--- config.mk ---
export PLATFORM = sky130hd
export DESIGN_NAME = i2c_mm_master
export DESIGN_NICKNAME = d
export VERILOG_FILES = /design/src/rtl/i2c_mm_master.sv
export SDC_FILE = /design/constraint.sdc
export NUM_CORES = 1
export LEC_CHECK = 0
export BUFFER_PORTS_ARGS = -buffer_cell sky130_fd_sc_hd__buf_2
export CORE_AREA = 3 3 76 78
export DETAILED_ROUTE_END_ITERATION = 12
export DIE_AREA = 0 0 79 81
export GPL_TIMING_DRIVEN = 0
export PLACE_DENSITY_LB_ADDON = 0.3
export SETUP_SLACK_MARGIN = 0.4
export SLEW_MARGIN = 20
export SYNTH_ARGS = -nofsm -noshare
export SYNTH_HDL_FRONTEND = slang
export SYNTH_SLANG_ARGS = --single-unit
--- constraint.sdc ---
create_clock -name clk -period 7.2 [get_ports clk]
set_input_delay 0.72 -clock clk [delete_from_list [all_inputs] [get_ports clk]]
set_output_delay 0.72 -clock clk [all_outputs]
set_load 0.03 [all_outputs]
--- src/rtl/i2c_mm_master.sv ---
module i2c_mm_master #(
  parameter int QDIV = 4
) (
  input  logic       clk,
  input  logic       rst_n,
  input  logic       cmd_valid,
  input  logic [1:0] cmd,
  input  logic [7:0] wr_data,
  input  logic       rd_ack,
  output logic [7:0] rd_data,
  output logic       busy,
  output logic       done,
  output logic       rx_nack,
  output logic       arb_lost,
  output logic       bus_busy,
  input  logic       scl_i,
  input  logic       sda_i,
  output logic       scl_oe,
  output logic       sda_oe
);

  localparam int QW = (QDIV > 1) ? $clog2(QDIV) : 1;
  localparam logic [QW-1:0] QTOP = QW'(QDIV - 1);
  localparam logic [1:0] C_START = 2'd0, C_STOP = 2'd1, C_WRITE = 2'd2, C_READ = 2'd3;

  typedef enum logic [1:0] {S_IDLE, S_START, S_STOP, S_XFER} state_t;

  state_t        st;
  logic [QW-1:0] qcnt;
  logic [1:0]    ph;
  logic [3:0]    bitn;
  logic [7:0]    sh;
  logic          is_rd, ack_bit, scl_low, sda_low, owned, pscl, psda;

  wire stall    = (st != S_IDLE) && !scl_low && !scl_i;
  wire tick     = (st != S_IDLE) && !stall && (qcnt == '0);
  wire last_bit = (bitn == 4'd8);
  wire mtx      = is_rd ? last_bit : !last_bit;
  wire pull_val = is_rd ? ack_bit : !sh[7];

  assign busy    = (st != S_IDLE);
  assign scl_oe  = scl_low;
  assign sda_oe  = sda_low;
  assign rd_data = sh;

  always_ff @(posedge clk) begin
    if (!rst_n) begin
      st       <= S_IDLE;
      qcnt     <= QTOP;
      ph       <= 2'd0;
      bitn     <= 4'd0;
      sh       <= 8'd0;
      is_rd    <= 1'b0;
      ack_bit  <= 1'b0;
      scl_low  <= 1'b0;
      sda_low  <= 1'b0;
      owned    <= 1'b0;
      pscl     <= 1'b1;
      psda     <= 1'b1;
      done     <= 1'b0;
      rx_nack  <= 1'b0;
      arb_lost <= 1'b0;
      bus_busy <= 1'b0;
    end else begin
      done <= 1'b0;
      pscl <= scl_i;
      psda <= sda_i;
      if (pscl && scl_i && psda && !sda_i)      bus_busy <= 1'b1;
      else if (pscl && scl_i && !psda && sda_i) bus_busy <= 1'b0;

      if (st == S_IDLE) begin
        if (cmd_valid) begin
          qcnt <= QTOP;
          ph   <= 2'd0;
          bitn <= 4'd0;
          case (cmd)
            C_START: begin
              arb_lost <= 1'b0;
              if (bus_busy && !owned) begin
                arb_lost <= 1'b1;
                done     <= 1'b1;
              end else begin
                st <= S_START;
              end
            end
            C_STOP: begin
              if (owned) st <= S_STOP;
              else       done <= 1'b1;
            end
            default: begin
              if (owned) begin
                st      <= S_XFER;
                is_rd   <= (cmd == C_READ);
                ack_bit <= rd_ack;
                if (cmd == C_WRITE) sh <= wr_data;
              end else begin
                done <= 1'b1;
              end
            end
          endcase
        end
      end else if (tick) begin
        qcnt <= QTOP;
        ph   <= ph + 2'd1;
        case (st)
          S_START: begin
            case (ph)
              2'd0: sda_low <= 1'b0;
              2'd1: scl_low <= 1'b0;
              2'd2: sda_low <= 1'b1;
              default: begin
                scl_low <= 1'b1;
                owned   <= 1'b1;
                st      <= S_IDLE;
                done    <= 1'b1;
              end
            endcase
          end
          S_STOP: begin
            case (ph)
              2'd0: sda_low <= 1'b1;
              2'd1: scl_low <= 1'b0;
              2'd2: sda_low <= 1'b0;
              default: begin
                owned <= 1'b0;
                st    <= S_IDLE;
                done  <= 1'b1;
              end
            endcase
          end
          default: begin
            case (ph)
              2'd0: sda_low <= mtx && pull_val;
              2'd1: scl_low <= 1'b0;
              2'd2: begin
                if (mtx && !sda_low && !sda_i) begin
                  scl_low  <= 1'b0;
                  sda_low  <= 1'b0;
                  owned    <= 1'b0;
                  arb_lost <= 1'b1;
                  done     <= 1'b1;
                  st       <= S_IDLE;
                end else begin
                  if (!is_rd && last_bit) rx_nack <= sda_i;
                  if (is_rd && !last_bit) sh <= {sh[6:0], sda_i};
                end
              end
              default: begin
                scl_low <= 1'b1;
                if (last_bit) begin
                  st   <= S_IDLE;
                  done <= 1'b1;
                end else begin
                  bitn <= bitn + 4'd1;
                  if (!is_rd) sh <= {sh[6:0], 1'b0};
                end
              end
            endcase
          end
        endcase
      end else if (!stall) begin
        qcnt <= qcnt - 1'b1;
      end
    end
  end

  // the START edge on SDA happens while the SCL wire is high
  a_r2_start_under_high: assert property (@(posedge clk) disable iff (!rst_n)
    (st == S_START && $rose(sda_oe)) |-> scl_i);

  // inside a byte, SDA drive moves only while SCL is held low
  a_r3_sda_moves_low: assert property (@(posedge clk) disable iff (!rst_n)
    (st == S_XFER && sda_low != $past(sda_low)) |-> (scl_low && $past(scl_low)));

  // the STOP edge on SDA happens while the SCL wire is high
  a_r6_stop_under_high: assert property (@(posedge clk) disable iff (!rst_n)
    (st == S_STOP && $fell(sda_oe)) |-> scl_i);

  // a released but stretched clock stays released
  a_r7_hold_while_stretched: assert property (@(posedge clk) disable iff (!rst_n)
    (st != S_IDLE && !scl_oe && !scl_i) |=> !scl_oe);

  // a master that does not own the bus drives nothing
  a_r8_quiet_when_not_owner: assert property (@(posedge clk) disable iff (!rst_n)
    (st == S_IDLE && !owned) |-> (!scl_oe && !sda_oe));

  // START on a bus held by another master is refused at once
  a_r9_refuse_start: assert property (@(posedge clk) disable iff (!rst_n)
    (st == S_IDLE && cmd_valid && cmd == C_START && bus_busy && !owned)
      |=> (st == S_IDLE && arb_lost && done));

endmodule

==> results of run 1 <==
cell usage in the layout (no fill, tap or decap), types with 5 or more instances in the layout:
cell type	netlist	routed
clkbuf_1	8	8
ha_1	13	13
o21ai_0	15	15
mux2i_1	11	11
dfxtp_1	29	29
buf_2	2	32
or2_2	8	8
a31oi_1	5	5
clkbuf_8	0	5
nand3_1	6	6
inv_1	16	16
o211ai_1	9	9
a21oi_1	13	13
nand2_1	24	24
nor2_1	8	8
area by class of cell:
cell class / instances / area [um^2]
inverters: 17 / 63.8
multi-input cells: 160 / 1110
well taps: 70 / 87.6
flip-flops and latches: 29 / 581
plain buffers: 12 / 55.1
fillers: 554 / 2990
clock buffers: 5 / 68.8
clock inverters: 2 / 35.0
repair buffers: 30 / 150
per-stage QoR:
step | hold slack, ns | total power [W] | instances | util, % | worst slack [ns]
finish | 0.473 | 0.000365 | 325 | 41.8 | 4.38
global route | 0.503 | 0.000380 | 325 | 41.8 | 4.16
CTS | 0.473 | 0.000370 | 325 | 41.8 | 4.38
detailed placement | 0.460 | 0.000205 | 318 | 39.8 | 4.38
global placement | 0.456 | 0.000205 | 318 | 39.8 | 4.45
floorplan | 0.457 | 0.000192 | 218 | - | 4.75
worst paths after layout:
check	endpoint	slack (ns)	cells past startpoint
hold / removal	rd_data[2]$_SDFFE_PN0P_	0.47	2
hold reg to reg	rd_data[2]$_SDFFE_PN0P_	0.47	2
setup reg to reg	rd_data[4]$_SDFFE_PN0P_	4.38	9
setup / recovery	rd_data[4]$_SDFFE_PN0P_	4.38	9
critical path, cell delays in order (launching register included):
cell and delay (ns):
dfxtp_1 0.43, inv_1 0.07, ha_1 0.19, nand3b_1 0.21, inv_1 0.13, ha_1 0.31, or3b_2 0.24, a221oi_1 0.12
a2111oi_4 0.76, mux2i_1 0.27
routing by layer:
layer / GRT usage (%) / up-vias / routed length [um]
met1: 20.9 / 784 / 2190
met3: 3.99 / 9 / 325
met4: 4.98 / 0 / 74
met2: 24.3 / 48 / 1930
met5: 0 / - / 0
li1: - / 857 / -
state kept, by name (all words and copies together), names as in the netlist, 2 cells and up:
| name | count |
|---|---|
| bitn | 4 |
| ph | 2 |
| qcnt | 2 |
| rd_data | 8 |
| st | 2 |
power by group through the flow:
stage | Sequential, W | Combinational (W) | Clock [W]
after floorplan | 0.000170 | 0.0000221 | 0
after global placement | 0.000168 | 0.0000377 | 0
after detailed placement | 0.000168 | 0.0000378 | 0
after CTS | 0.000164 | 0.0000380 | 0.000168
after global routing | 0.000164 | 0.0000421 | 0.000174
final | 0.000164 | 0.0000380 | 0.000163
logic make-up (layout without fill, tap and decap cells):
group	Yosys count	in the layout	share of synthesized area, %
buffers and inverters	29	66	6.58
AOI/OAI and AO/OA	59	59	22.5
and+or+nand+nor	75	75	22.4
adders and majority gates	13	13	9.00
DFF	29	29	32.1
muxes	13	13	7.34
==> metrics.md, run 1 <==
| Metric | Value |
|---|---|
| Status | finished clean |
| Crit Path Max Fanout | 8 |
| Synthesis-to-layout area growth | 18.9% |
| Worst EP required | 7.41 ns |
| Internal power | 0.000277 W |
| Final slew viol count | 0 |
| Post-cts resize count | 0 |
| Asr flop ratio synth | 0% |
| Synth top area cells | dfxtp_1, ha_1, mux2i_1 |
| Sequential share of power | 44.9% |
| Max VDD drop | 73.7 uV |
| Syn Nets | 247 |
| Drt total wl | 4530 um |
| Layout cells sized above 1 | 22.0% |
| Die area | 6400 um^2 |
| Most frequent cell after synthesis | dfxtp_1 |
| Num rows | 26 |
| Root Driver | clkbuf_8 |
| Core area | 5140 um^2 |
| Period Utilization, post-route | 39.1% |
| CTS tree | built |
| Syn Area/Cell | 8.29 um^2 |
| CP Capture Type | flop |
| WL per Instance | 13.9 um |
| Post-CTS Setup Repair Bufs | 0 |
| Power Density | 170 nW/um^2 |
| Ports | 31 |
| HPWL after detailed placement | 3360 um |
| CP Launch Type | flop |
| Mapped Area | 1810 um^2 |
| First-pass GRT wire length | 7870 um |
| Synthesis Warnings | 0 |
| Final Setup Violations | 0 |
| Ys flop type | dfxtp_1 |
| Worst-Margin Slew | 0.849 ns |
| CTS H-Tree Depth | 2 |
| Number of synthesized flops with an enable pin | 0 |
| CP Launch Point | bitn[0]$_SDFFE_PN0P_ |
| Routed Antenna Nets | 0 |
| Pin count of the biggest net entering global routing | 11 |
| Initial Util | 35.2% |
| Synthesized flop and latch total | 29 |
| Switching share of total power | 24.0% |
| Critical Setup Path Class | reg -> reg |
| Total of max-cap violations | 0 |
| Dpl cell area | 2040 um^2 |
| CTS Sinks | 29 |
| Starting DRT DRC Count | 127 |
| Clock Skews | 0.00611 ns |
| Reg clk slew, reported paths | 0.07 ns |
| Setup TNS | 0 ns |
| Fmax | 355 MHz |
| Initial antenna violation count | 0 |
| Final min period | 2.82 ns |
| Vias per cell | 5.22 |
| Height of the die | 81 um |
| Post-synth top cells | dfxtp_1, nand2_1, inv_1, o21ai_0 |
| Die width | 79 um |
| Grt ovf | 0 |
| Worst-Skew Late Latency | 0.28 ns |
| Clock tree buffer depth | 2 |
| Vias in the first global route | 1609 |
| First-pass DRT Iterations | 4 |
| Synth unique cells | 46 |
| Layout net count | 284 |
| Gpl congestion | 0.823 |
| Hold Vio Cnt, Final | 0 |
| CTS Hold Bufs | 0 |
| Seq/Total Area, Yosys | 32.1% |
| Clock power frac | 44.7% |
| All-layer global routing usage | 15.5% |
| Slew Limit Headroom | 43.4% |
| Worst hold-check path type | reg -> reg |
| Routed vias | 1698 |
| Worst hold path startpoint | rd_data[2]$_SDFFE_PN0P_ |
| Logic pwr share | 10.4% |
| P_leak | 0.829 nW |
| Mapped Cells | 218 |
| Drt drc | 0 |
| Final instance area | 2150 um^2 |
| Synth top area share | 32.1% |
| Reg2reg start | bitn[0]$_SDFFE_PN0P_ |
| Psw | 0.0000875 W |
| RSZ-0062 raised after global routing | no |
| PortBufs | 30 |
| Arrival time worst endpoint | 3.02 ns |
| # diodes | 0 |
| Num CTS Buffers | 5 |
| Largest area contributor in the netlist | dfxtp_1 |
Note: power is estimated with default switching activity, not from simulation.
==> run 2, diff against run 1 <==
Settings changed: ABC_AREA from default to 1, CORE_AREA 3 3 76 78 to 3 3 78 80, DIE_AREA 0 0 79 81 to 0 0 81 83.
Clock period 7.2 ns to 2.3 ns, I/O delays scaled along.
==> metrics.md, run 2 <==
| Metric | Value |
|---|---|
| CP Cell Sequence | inv_1 > ha_1 > buf_6 > inv_4 > buf_6 > buf_2 |
| Synth top area share | 30.8% (-1.3 points) |
| Setup TNS | 0 ns (unchanged) |
| Total of max-cap violations | 0 (unchanged) |
| CP Capture Type | primary output |
| Crit path buffers/inverters | 5 (+3) |
| Pin count of the biggest net entering global routing | 11 (unchanged) |
| First-pass GRT wire length | 8340 um (+6.0%) |
| Number of synthesized flops with an enable pin | 0 (unchanged) |
| WL per Instance | 12.6 um (-9.8%) |
| Fmax | 563 MHz |
| Final slew viol count | 0 (unchanged) |
| Initial antenna violation count | 0 (unchanged) |
| Most frequent cells in the layout | nand2_1, nor2_1, buf_2, inv_1, dfxtp_1 |
| Worst EP required | 2.07 ns (-5.34 ns) |
| Largest family of logic cells by synthesized area | simple AND/OR/NAND/NOR gates |
| Synth Area in XOR/XNOR | 0.930% (+0.93 points) |
| Max FFs per register | 8 (unchanged) |
| Syn Nets | 293 (+19%) |
| Worst hold-check path type | in -> reg |
| Worst-Margin Slew | 0.514 ns (-0.336 ns) |
| Synth Area in Simple Gates | 33.0% (+11 points) |
| CTS tree | built |
| Placed Cells | 366 (+15%) |
| Reg clk slew, reported paths | 0.06 ns (about the same) |
| Synth unique cells | 39 (-15%) |
| Starting DRT DRC Count | 110 (-13%) |
| Layout net count | 333 (+17%) |
| Core area | 5470 um^2 (+6.5%) |
| Gpl congestion | 0.897 (+9.1%) |
| Drt total wl | 4740 um (+4.6%) |
| Period Utilization, post-route | 77.3% |
| Asr flop ratio synth | 0% (unchanged) |
| RSZ-0062 raised after global routing | yes |
| Slew Limit Headroom | 65.8% (+22 points) |
| Mux contribution to synthesized area | 3.72% (-3.6 points) |
| First-pass DRT Iterations | 4 (unchanged) |
| Status | finished clean |
| Most common cell after layout, fill and taps aside | nand2_1 |
| Height of the die | 83 um (+2.5%) |
| CP Launch Type | flop |
| Grt ovf | 0 (unchanged) |
| Crit Path Max Fanout | 10 (+2) |
| Power Density | 906 nW/um^2 (+430%) |
| Routed vias | 1812 (+6.7%) |
| Clock Skews | 0.00192 ns (-0.00419 ns) |
| Max incr delay on CP | 0.37 ns (-0.39 ns) |
| Seq/Total Area, Yosys | 30.8% (-1.3 points) |
| CTS Sinks | 29 (unchanged) |
| Cell family contributing the most delay on the critical path | buffers and inverters |
| Worst-Skew Late Latency | 0.28 ns (about the same) |
| Max VDD drop | 456 uV (+520%) |
| Post-synth top cells | nand2_1, nor2_1, inv_1, dfxtp_1 |
| Die area | 6720 um^2 (+5.1%) |
| Ports | 31 (unchanged) |
| Critical Setup Path Class | reg -> out |
| Vias in the first global route | 1785 (+11%) |
| Total of fill cells in the finished design | 587 (+6.0%) |
| Die width | 81 um (+2.5%) |
| Synthesis Warnings | 0 (unchanged) |
| Mapped Cells | 264 (+21%) |
| Final Setup Violations | 0 (unchanged) |
| Synthesis-to-layout area growth | 23.2% |
| Synth top area cells | dfxtp_1, nand2_1, ha_1 |
| HPWL after detailed placement | 3540 um (+5.2%) |
| Vias per cell | 4.81 (-8.0%) |
| Clock tree buffer depth | 2 (unchanged) |
| Ys flop type | dfxtp_1 |
| Mapped Area | 1880 um^2 (+4.2%) |
| PortBufs | 30 (unchanged) |
| CTS H-Tree Depth | 2 (unchanged) |
| Slowest stage cell, crit path | dfxtp_1 |
| Post-Synth Adder-Cell Area | 8.64% (-0.36 points) |
| Final min period | 1.78 ns |
| Largest area contributor in the netlist | dfxtp_1 |
| Synthesized flop and latch total | 29 (unchanged) |
| Compound-Gate Fraction of Synth Area | 14.1% (-8.4 points) |
| P_leak | 1.11 nW (+34%) |
| Routed Antenna Nets | 0 (unchanged) |
| CTS Hold Bufs | 0 (unchanged) |
| Initial Util | 34.4% (-0.74 points) |
| All-layer global routing usage | 15.4% (-0.091 points) |
| Num rows | 27 (+3.8%) |
| Syn Area/Cell | 7.13 um^2 (-14%) |
| Drt drc | 0 (unchanged) |
| Arrival time worst endpoint | 1.55 ns (-1.47 ns) |
| Final non-filler cell total | 377 (+16%) |
| Root Driver | clkbuf_8 |
| Hold Vio Cnt, Final | 0 (unchanged) |
| Num CTS Buffers | 5 (unchanged) |
| Most frequent CP cell | buf_6 |
| Most frequent cell after synthesis | nand2_1 |
| Layout cells sized above 1 | 25.9% (+3.9 points) |
| # diodes | 0 (unchanged) |
## run 2: layout make-up
| class | count | area, um^2 | area share, % |
|---|---|---|---|
| multi-input combinational | 196 | 1200 | 51.7 |
| tap | 72 | 90.1 | 3.88 |
| clock inverter | 1 | 5.00 | 0.216 |
| inverter | 33 | 129 | 5.56 |
| buffer | 6 | 40.0 | 1.73 |
| timing repair buffer | 33 | 176 | 7.61 |
| sequential | 29 | 583 | 25.1 |
| clock buffer | 7 | 96.3 | 4.15 |
## run 2: worst min-delay path, cell delays in order
cell and delay (ns):
buf_2 0.08, inv_1 0.05, nand2_1 0.05
## run 2: logic make-up (layout without fill, tap and decap cells)
family / after synthesis / in the layout
multiplexers: 7 / 7
buffers and inverters: 39 / 80
XOR/XNOR: 2 / 2
AND/OR/NAND/NOR: 131 / 131
adder cells (fa/ha/maj): 13 / 13
flip-flops: 29 / 29
AO/OA/AOI/OAI: 43 / 43
## run 2: metrics by stage
step | worst slack, ns | total power [W] | utilization, % | hold WS (ns) | area [um^2]
4_1_cts | 0.412 | 0.00208 | 41.4 | 0.157 | 2270
2_1_floorplan | 0.506 | 0.00138 | - | 0.326 | 1880
3_5_place_dp | 0.234 | 0.00160 | 38.8 | 0.449 | 2120
5_1_grt | 0.355 | 0.00226 | 42.4 | 0.171 | 2320
3_3_place_gp | 0.222 | 0.00159 | 38.8 | 0.448 | 2120
6_report | 0.522 | 0.00210 | 42.4 | 0.156 | 2320
## run 2: power by group
group | internal [W] | total (W) | switching [W] | leakage [nW]
clock | 0.000270 | 0.000470 | 0.000200 | 0.0542
combinational | 0.000348 | 0.00103 | 0.000682 | 0.820
sequential | 0.000563 | 0.000601 | 0.0000386 | 0.237
total | 0.00118 | 0.00210 | 0.000921 | 1.11
## run 2: worst paths after layout
| check | slack [ns] | endpoint | from | cells past startpoint |
|---|---|---|---|---|
| max | 0.52 | busy | st[1]$_SDFFE_PN0P_ | 6 |
| min | 0.16 | pscl$_SDFF_PN1_ | scl_i | 3 |
| max reg2reg | 0.52 | bitn[0]$_SDFFE_PN0P_ | st[1]$_SDFFE_PN0P_ | 9 |
| min reg2reg | 0.48 | arb_lost$_SDFFE_PN0P_ | arb_lost$_SDFFE_PN0P_ | 2 |
## run 2: metal layers
metal	share of wire, %	track usage [%]	routed length, um	vias up
met5	0	0	0	-
met4	1.3	4.30	62	0
met3	5.3	3.90	251	9
met2	44	23.6	2100	40
met1	49	21.2	2330	817
li1	-	-	-	946
## run 2: repair_timing
item,in CTS,in global routing
setup endpoints to repair,15,15
buffers inserted,1,2
pin swaps,2,8
resized for setup,5,16
